[src/rtl/ep_access_pkg.sv]
package ep_access_pkg;
  typedef enum logic {
    DIR_RD = 1'b0,
    DIR_WR = 1'b1
  } xfer_dir_e;

  localparam int FLAG_SETUP = 0;
  localparam int FLAG_ZLP   = 1;
  localparam int NUM_FLAGS  = 2;

  function automatic int sel_lo_pos();
    return 2;
  endfunction

  function automatic int clr_pos(input int sel_w);
    return sel_lo_pos() + sel_w;
  endfunction
endpackage

[src/rtl/ep_cmd_reg.sv]
module ep_cmd_reg
  import ep_access_pkg::*;
#(
  parameter int SEL_W = 2
) (
  input  logic             clk_i,
  input  logic             rst_ni,
  input  logic             bus_reset_i,
  input  logic             wr_en_i,
  input  logic             req_wr_i,
  input  logic             dir_wr_i,
  input  logic [SEL_W-1:0] sel_wr_i,
  input  logic             clr_wr_i,
  output logic             req_o,
  output logic             dir_o,
  output logic [SEL_W-1:0] sel_o,
  output logic             clr_o,
  output logic             done_o,
  output logic             done_dir_o
);
  logic             req_q, clr_q, done_q, done_dir_q;
  xfer_dir_e        dir_q;
  logic [SEL_W-1:0] sel_q;
  logic             req_fall;

  assign req_fall = wr_en_i && req_q && !req_wr_i;

  always_ff @(posedge clk_i or negedge rst_ni) begin
    if (!rst_ni) begin
      req_q      <= 1'b0;
      dir_q      <= DIR_RD;
      sel_q      <= '0;
      clr_q      <= 1'b0;
      done_q     <= 1'b0;
      done_dir_q <= 1'b0;
    end else if (bus_reset_i) begin
      req_q      <= 1'b0;
      dir_q      <= DIR_RD;
      sel_q      <= '0;
      clr_q      <= 1'b0;
      done_q     <= 1'b0;
      done_dir_q <= 1'b0;
    end else begin
      clr_q  <= wr_en_i && clr_wr_i;
      done_q <= req_fall;
      // direction held before the dropping write
      if (req_fall) done_dir_q <= dir_q;
      if (wr_en_i) begin
        req_q <= req_wr_i;
        dir_q <= xfer_dir_e'(dir_wr_i);
        sel_q <= sel_wr_i;
      end
    end
  end

  assign req_o      = req_q;
  assign dir_o      = dir_q;
  assign sel_o      = sel_q;
  assign clr_o      = clr_q;
  assign done_o     = done_q;
  assign done_dir_o = done_dir_q;
endmodule

[src/rtl/ep_sticky_flag.sv]
module ep_sticky_flag (
  input  logic clk_i,
  input  logic rst_ni,
  input  logic bus_reset_i,
  input  logic set_i,
  input  logic fw_clr_i,
  output logic flag_o
);
  logic flag_q;

  always_ff @(posedge clk_i or negedge rst_ni) begin
    if (!rst_ni)          flag_q <= 1'b0;
    else if (bus_reset_i) flag_q <= 1'b0;
    else if (set_i)       flag_q <= 1'b1;  // hardware set wins over firmware clear
    else if (fw_clr_i)    flag_q <= 1'b0;
  end

  assign flag_o = flag_q;
endmodule

[src/rtl/ep_ready_mux.sv]
module ep_ready_mux #(
  parameter int NUM_EP = 4,
  localparam int SEL_W = (NUM_EP > 1) ? $clog2(NUM_EP) : 1
) (
  input  logic [NUM_EP-1:0] ready_i,
  input  logic [SEL_W-1:0]  sel_i,
  output logic              ready_o
);
  always_comb begin
    ready_o = 1'b0;
    for (int i = 0; i < NUM_EP; i++) begin
      if (sel_i == SEL_W'(i)) ready_o = ready_i[i];
    end
  end
endmodule

[src/rtl/ep_access_ctl.sv]
module ep_access_ctl
  import ep_access_pkg::*;
#(
  parameter int NUM_EP = 4,
  localparam int SEL_W   = (NUM_EP > 1) ? $clog2(NUM_EP) : 1,
  localparam int SEL_LO  = sel_lo_pos(),
  localparam int CLR_B   = clr_pos(SEL_W),
  localparam int SETUP_B = CLR_B + 1,
  localparam int ZLP_B   = CLR_B + 2,
  localparam int RDY_B   = CLR_B + 3,
  localparam int REG_W   = RDY_B + 1
) (
  input  logic              clk_i,
  input  logic              rst_ni,
  input  logic              bus_reset_i,
  input  logic              wr_en_i,
  input  logic [REG_W-1:0]  wr_data_i,
  output logic [REG_W-1:0]  rd_data_o,
  input  logic [NUM_EP-1:0] ready_i,
  input  logic              setup_evt_i,
  input  logic              zlp_evt_i,
  output logic [SEL_W-1:0]  sel_o,
  output logic              dir_o,
  output logic              req_o,
  output logic              clr_o,
  output logic              done_o,
  output logic              done_dir_o
);
  localparam int REQ_B = 0;
  localparam int DIR_B = 1;

  logic [NUM_FLAGS-1:0] flag_set, flag_clr, flag_q;
  logic                 ready_sel;

  ep_cmd_reg #(.SEL_W(SEL_W)) u_cmd (
    .clk_i       (clk_i),
    .rst_ni      (rst_ni),
    .bus_reset_i (bus_reset_i),
    .wr_en_i     (wr_en_i),
    .req_wr_i    (wr_data_i[REQ_B]),
    .dir_wr_i    (wr_data_i[DIR_B]),
    .sel_wr_i    (wr_data_i[SEL_LO +: SEL_W]),
    .clr_wr_i    (wr_data_i[CLR_B]),
    .req_o       (req_o),
    .dir_o       (dir_o),
    .sel_o       (sel_o),
    .clr_o       (clr_o),
    .done_o      (done_o),
    .done_dir_o  (done_dir_o)
  );

  assign flag_set[FLAG_SETUP] = setup_evt_i;
  assign flag_set[FLAG_ZLP]   = zlp_evt_i;
  assign flag_clr[FLAG_SETUP] = wr_en_i && !wr_data_i[SETUP_B];
  assign flag_clr[FLAG_ZLP]   = wr_en_i && !wr_data_i[ZLP_B];

  for (genvar g = 0; g < NUM_FLAGS; g++) begin : g_flag
    ep_sticky_flag u_flag (
      .clk_i       (clk_i),
      .rst_ni      (rst_ni),
      .bus_reset_i (bus_reset_i),
      .set_i       (flag_set[g]),
      .fw_clr_i    (flag_clr[g]),
      .flag_o      (flag_q[g])
    );
  end

  ep_ready_mux #(.NUM_EP(NUM_EP)) u_rdy (
    .ready_i (ready_i),
    .sel_i   (sel_o),
    .ready_o (ready_sel)
  );

  always_comb begin
    rd_data_o                     = '0;
    rd_data_o[REQ_B]              = req_o;
    rd_data_o[DIR_B]              = dir_o;
    rd_data_o[SEL_LO +: SEL_W]    = sel_o;
    rd_data_o[SETUP_B]            = flag_q[FLAG_SETUP];
    rd_data_o[ZLP_B]              = flag_q[FLAG_ZLP];
    rd_data_o[RDY_B]              = ready_sel;
  end
endmodule

[config.mk]
export PLATFORM = sky130hd
export DESIGN_NAME = ep_access_ctl
export DESIGN_NICKNAME = d
export VERILOG_FILES = /design/src/rtl/ep_access_pkg.sv /design/src/rtl/ep_cmd_reg.sv /design/src/rtl/ep_sticky_flag.sv /design/src/rtl/ep_ready_mux.sv /design/src/rtl/ep_access_ctl.sv
export SDC_FILE = /design/constraint.sdc
export NUM_CORES = 1
export LEC_CHECK = 0
export CAP_MARGIN = 40
export CORE_UTILIZATION = 32
export DETAILED_ROUTE_END_ITERATION = 10
export GPL_TIMING_DRIVEN = 0
export HOLD_SLACK_MARGIN = 0.03
export PLACE_DENSITY = 0.74
export SLEW_MARGIN = 20
export SYNTH_ARGS = -nofsm -noshare
export SYNTH_HDL_FRONTEND = slang
export SYNTH_SLANG_ARGS = --single-unit
[constraint.sdc]
create_clock -name clk_i -period 1.3 [get_ports clk_i]
set_input_delay 0.26 -clock clk_i [delete_from_list [all_inputs] [get_ports clk_i]]
set_output_delay 0.26 -clock clk_i [all_outputs]
set_load 0.02 [all_outputs]
==> results.md <==
Yosys:
- The average cell area after synthesis is between 10 and 15 um^2.
- In this run, synthesis produced a sequential element count of 9.
- The number of nets in the synthesized netlist is 58.
- The share of synthesized flip-flops with an asynchronous set or reset is 1.00.
- In the synthesized netlist the dominant register cell turns out to be sky130_fd_sc_hd__dfrtp_1.
- The sequential area share after synthesis is 0.501.
- By count the netlist is led by sky130_fd_sc_hd__buf_4, sky130_fd_sc_hd__dfrtp_1, sky130_fd_sc_hd__nor2_1, sky130_fd_sc_hd__mux2i_1.
- The area share of fa/ha/maj cells after synthesis is 0.
- In this run, synthesis inferred 0 flip-flops with an integrated enable.
- Of the total synthesized cell area, the portion taken by XOR and XNOR cells is 0.
- Synthesis instantiated 12 different standard cells from the library.
- Of the post-synthesis cell area, the dominant cell type holds 0.501.
- By area the synthesized netlist is led by sky130_fd_sc_hd__dfrtp_1, sky130_fd_sc_hd__buf_4, sky130_fd_sc_hd__mux2i_1.
- The number of instances in the synthesized netlist is 40.
- The synthesized netlist occupies a cell area of ~450 um^2.
- The total number of yosys warnings is 0.
- The proportion of synthesized area in mux cells is 0.162.
- The combinational family with the most area after synthesis is buffers and inverters.
- Of the total synthesized cell area, the portion taken by AND, OR, NAND and NOR gates is 0.145.
- The compound-gate portion of the synthesized area is 0.0223.
- The cell taking the most area after synthesis is sky130_fd_sc_hd__dfrtp_1.

Global routing:
- The first global-routing pass estimated 1490 um of wire.
- The number of global-route vias before repair is between 300 and 400.
- Global routing finished with a remaining overflow of 0.
- The initial antenna violation count is 0.
- Entering global routing, the biggest net connects 10 pins.
- In the global route stage, overall resource usage came out at 0.147.

Setup path:
- Of all nets on the critical path, the largest fanout is 1.
- Among cell families on the critical path, the largest total delay comes from buffers and inverters.
- The combined buffer and inverter count along the critical path is 2.
- The critical path startpoint category is an input port.
- For the worst setup path, the data arrival time is 1.29 ns.
- On the worst path, the slowest cell contributes a delay of ~0.47 ns.
- The critical path is of the in2out type.
- The kind of capture point of the worst setup path is an output port.
- For the worst setup path, the data required time is ~1.0 ns.
- For this design, the slowest cell found on the critical path is sky130_fd_sc_hd__mux4_2.
- The signal on the critical path passes through clkdlybuf4s50_1 -> mux4_2 -> buf_6.

Drt:
- After detailed routing, the average wire length per cell comes to 11.2 um.
- The average via count per standard cell is roughly 4.5.
- Wires add up to ~990 um.
- The detailed router finished its first iteration with 4 violations.
- In this run the remaining antenna-violating nets after routing total 0.
- The post-detailed-route DRC marker count is 0.
- Summing over every cut layer, the via total after detailed routing is approximately 400.
- The length of the first detailed-routing pass in iterations is 2.

Hold path:
- The worst hold path belongs to the class in2reg.

Timing:
- The setup skew after layout is roughly 0.0018 ns.
- The post-route fraction of the period consumed by the critical path is 1.19.
- The count of final max-slew check failures is 0.
- Derived from the worst setup path, the maximum achievable clock frequency is ~650 MHz.
- Setup violations remaining at the end of the flow were counted as 2.
- In the post-route analysis, the smallest setup slack over all paths is -0.250 ns.
- Setup repair after global routing could not meet its margin everywhere.
- The final count of hold timing violations is 0.
- Subtracting the final worst setup slack from the clock period gives about 1.6 ns.

Floorplan:
- The horizontal die dimension is ~39 um.
- The site row count is 13.
- Measured along the y axis, the die boundary spans about 39 um.
- The die covers roughly 1600 um^2.
- During I/O placement, the number of pins put on the boundary was 33.
- The floorplan step defined a core boundary enclosing ~1300 um^2.
- The initial core utilization is 0.345.

Placement:
- During placement, the flow inserted port buffers numbering 28.
- The post-placement setup slack is -0.748 ns.
- After detailed placement, the design holds a cell count of 83.
- At the end of routability-driven placement, the weighted congestion stood at about 0.65.
- The half-perimeter wire length after detailed placement is 748 um.
- The post-detailed-placement cell area is around 750 um^2.

Finish:
- The repair_antennas step left the layout with diodes totalling 0.
- Relative to the synthesized area, the layout overhead comes to 70.8%.
- Of the cells placed in the final design, the portion with a size suffix greater than 1 is 0.329.
- The total non-filler cell area in the finished layout is ~770 um^2.
- The final cell count without fillers is 88.
- The net count of the finished layout is a little over 90.

Clock tree:
- Clock-pin slew was measured on the worst setup and hold paths at approximately 0.06 ns.
- TritonCTS built the clock tree.
- The tree is rooted in a sky130_fd_sc_hd__clkbuf_4.
- In this run the number of H-tree levels came out at 1.
- Counting along the longest clock path gives a buffer depth of 2.
- The worst-skew pair later-pin latency is between 0.2 and 0.3 ns.
- Buffers inserted during clock tree synthesis total 3.
- The clock net in this run drives a total of 9 sinks.

Power and ir drop:
- The analysis attributes to cell leakage a power of between 0.0004 and 0.0005 uW.
- The total power density per cell area is 907 nW/um^2.
- IR analysis of the VDD net gives a maximum drop of 0.543 mV.

Run status:
- The flow ran to the end, but the final reports show violations.
- The checks that failed: setup timing.

Run:
- The tool flagged a number of max-cap violations equal to 0.
[per-stage QoR]
stage / total power, uW / util / hold WS [ns] / setup TNS [ns]
2_1_floorplan: 402 / - / -0.0356 / -0.0483
3_3_place_gp: 500 / 0.579 / 0.499 / -0.879
3_5_place_dp: 502 / 0.579 / 0.516 / -0.922
4_1_cts: 708 / 0.589 / 0.286 / -0.264
5_1_grt: 739 / 0.589 / 0.299 / -0.338
6_report: 696 / 0.589 / 0.283 / -0.254
[registers in the layout, summed over array words and instances (netlist names)]
register	flops
g_flag.u_flag.flag_o	2
u_cmd.sel_o	2
u_cmd.clr_o	1
u_cmd.dir_o	1
u_cmd.done_dir_o	1
u_cmd.done_o	1
u_cmd.req_o	1
[final timing paths]
| kind | start | end | slack, ns | depth (start not counted) |
|---|---|---|---|---|
| min | bus_reset_i | u_cmd.sel_o[0]$_DFFE_PN0P_ | 0.28 | 2 |
| min reg2reg | g_flag[0].u_flag.flag_o$_DFFE_PN0P_ | g_flag[0].u_flag.flag_o$_DFFE_PN0P_ | 0.52 | 2 |
| max in group asynchronous | rst_ni | u_cmd.sel_o[0]$_DFFE_PN0P_ | 0.69 | 1 |
| max | ready_i[2] | rd_data_o[7] | -0.25 | 3 |
| min in group asynchronous | rst_ni | g_flag[0].u_flag.flag_o$_DFFE_PN0P_ | 0.30 | 1 |
| max reg2reg | u_cmd.req_o$_DFFE_PN0P_ | u_cmd.done_dir_o$_DFFE_PN0P_ | 0.41 | 3 |
[repair_timing]
item                       4_1_cts  5_1_grt
hold buffers                     0        0
setup endpoints to repair       14        6
gates resized for setup         42        4
setup buffers                    2        0
pin swaps                        0        0
cloned                           0        0
hold endpoints to repair         0        0
[area by class of cell]
type	count	area, um^2
buffer	9	65.1
tap	15	18.8
fill	130	534
timing repair buffer	30	279
clock buffer	4	26.3
multi-input combinational	21	151
sequential	9	226
[per-layer routing]
metal  global-route usage  wire, um
met1                0.154       381
met3               0.0511       130
met4               0.0776         0
met2                0.254       477
met5                    0         0
[cells in the final DEF, fill, tap and decap left out, drive strengths merged, types with 2 or more instances in the layout]
master          n
buf            18
dfrtp           9
nand2b          2
clkdlybuf4s50  14
a21oi           2
clkdlybuf4s15   3
dlygate4sd2     4
nor2            7
mux2i           5
clkbuf          4
[power breakdown]
part           internal [uW]  switching [uW]  leakage [uW]  total [uW]
Combinational            106            76.0      0.000267         182
Sequential               293            9.19      0.000118         303
Clock                    118            93.1     0.0000150         211
[cell families (layout without fill, tap and decap cells)]
logic type / Yosys count / count (layout)
DFF: 9 / 9
buffers and inverters: 10 / 43
other: 1 / 1
and+or+nand+nor: 12 / 12
muxes: 6 / 6
AOI/OAI and AO/OA: 2 / 2
(Power assumes the default switching activity.)
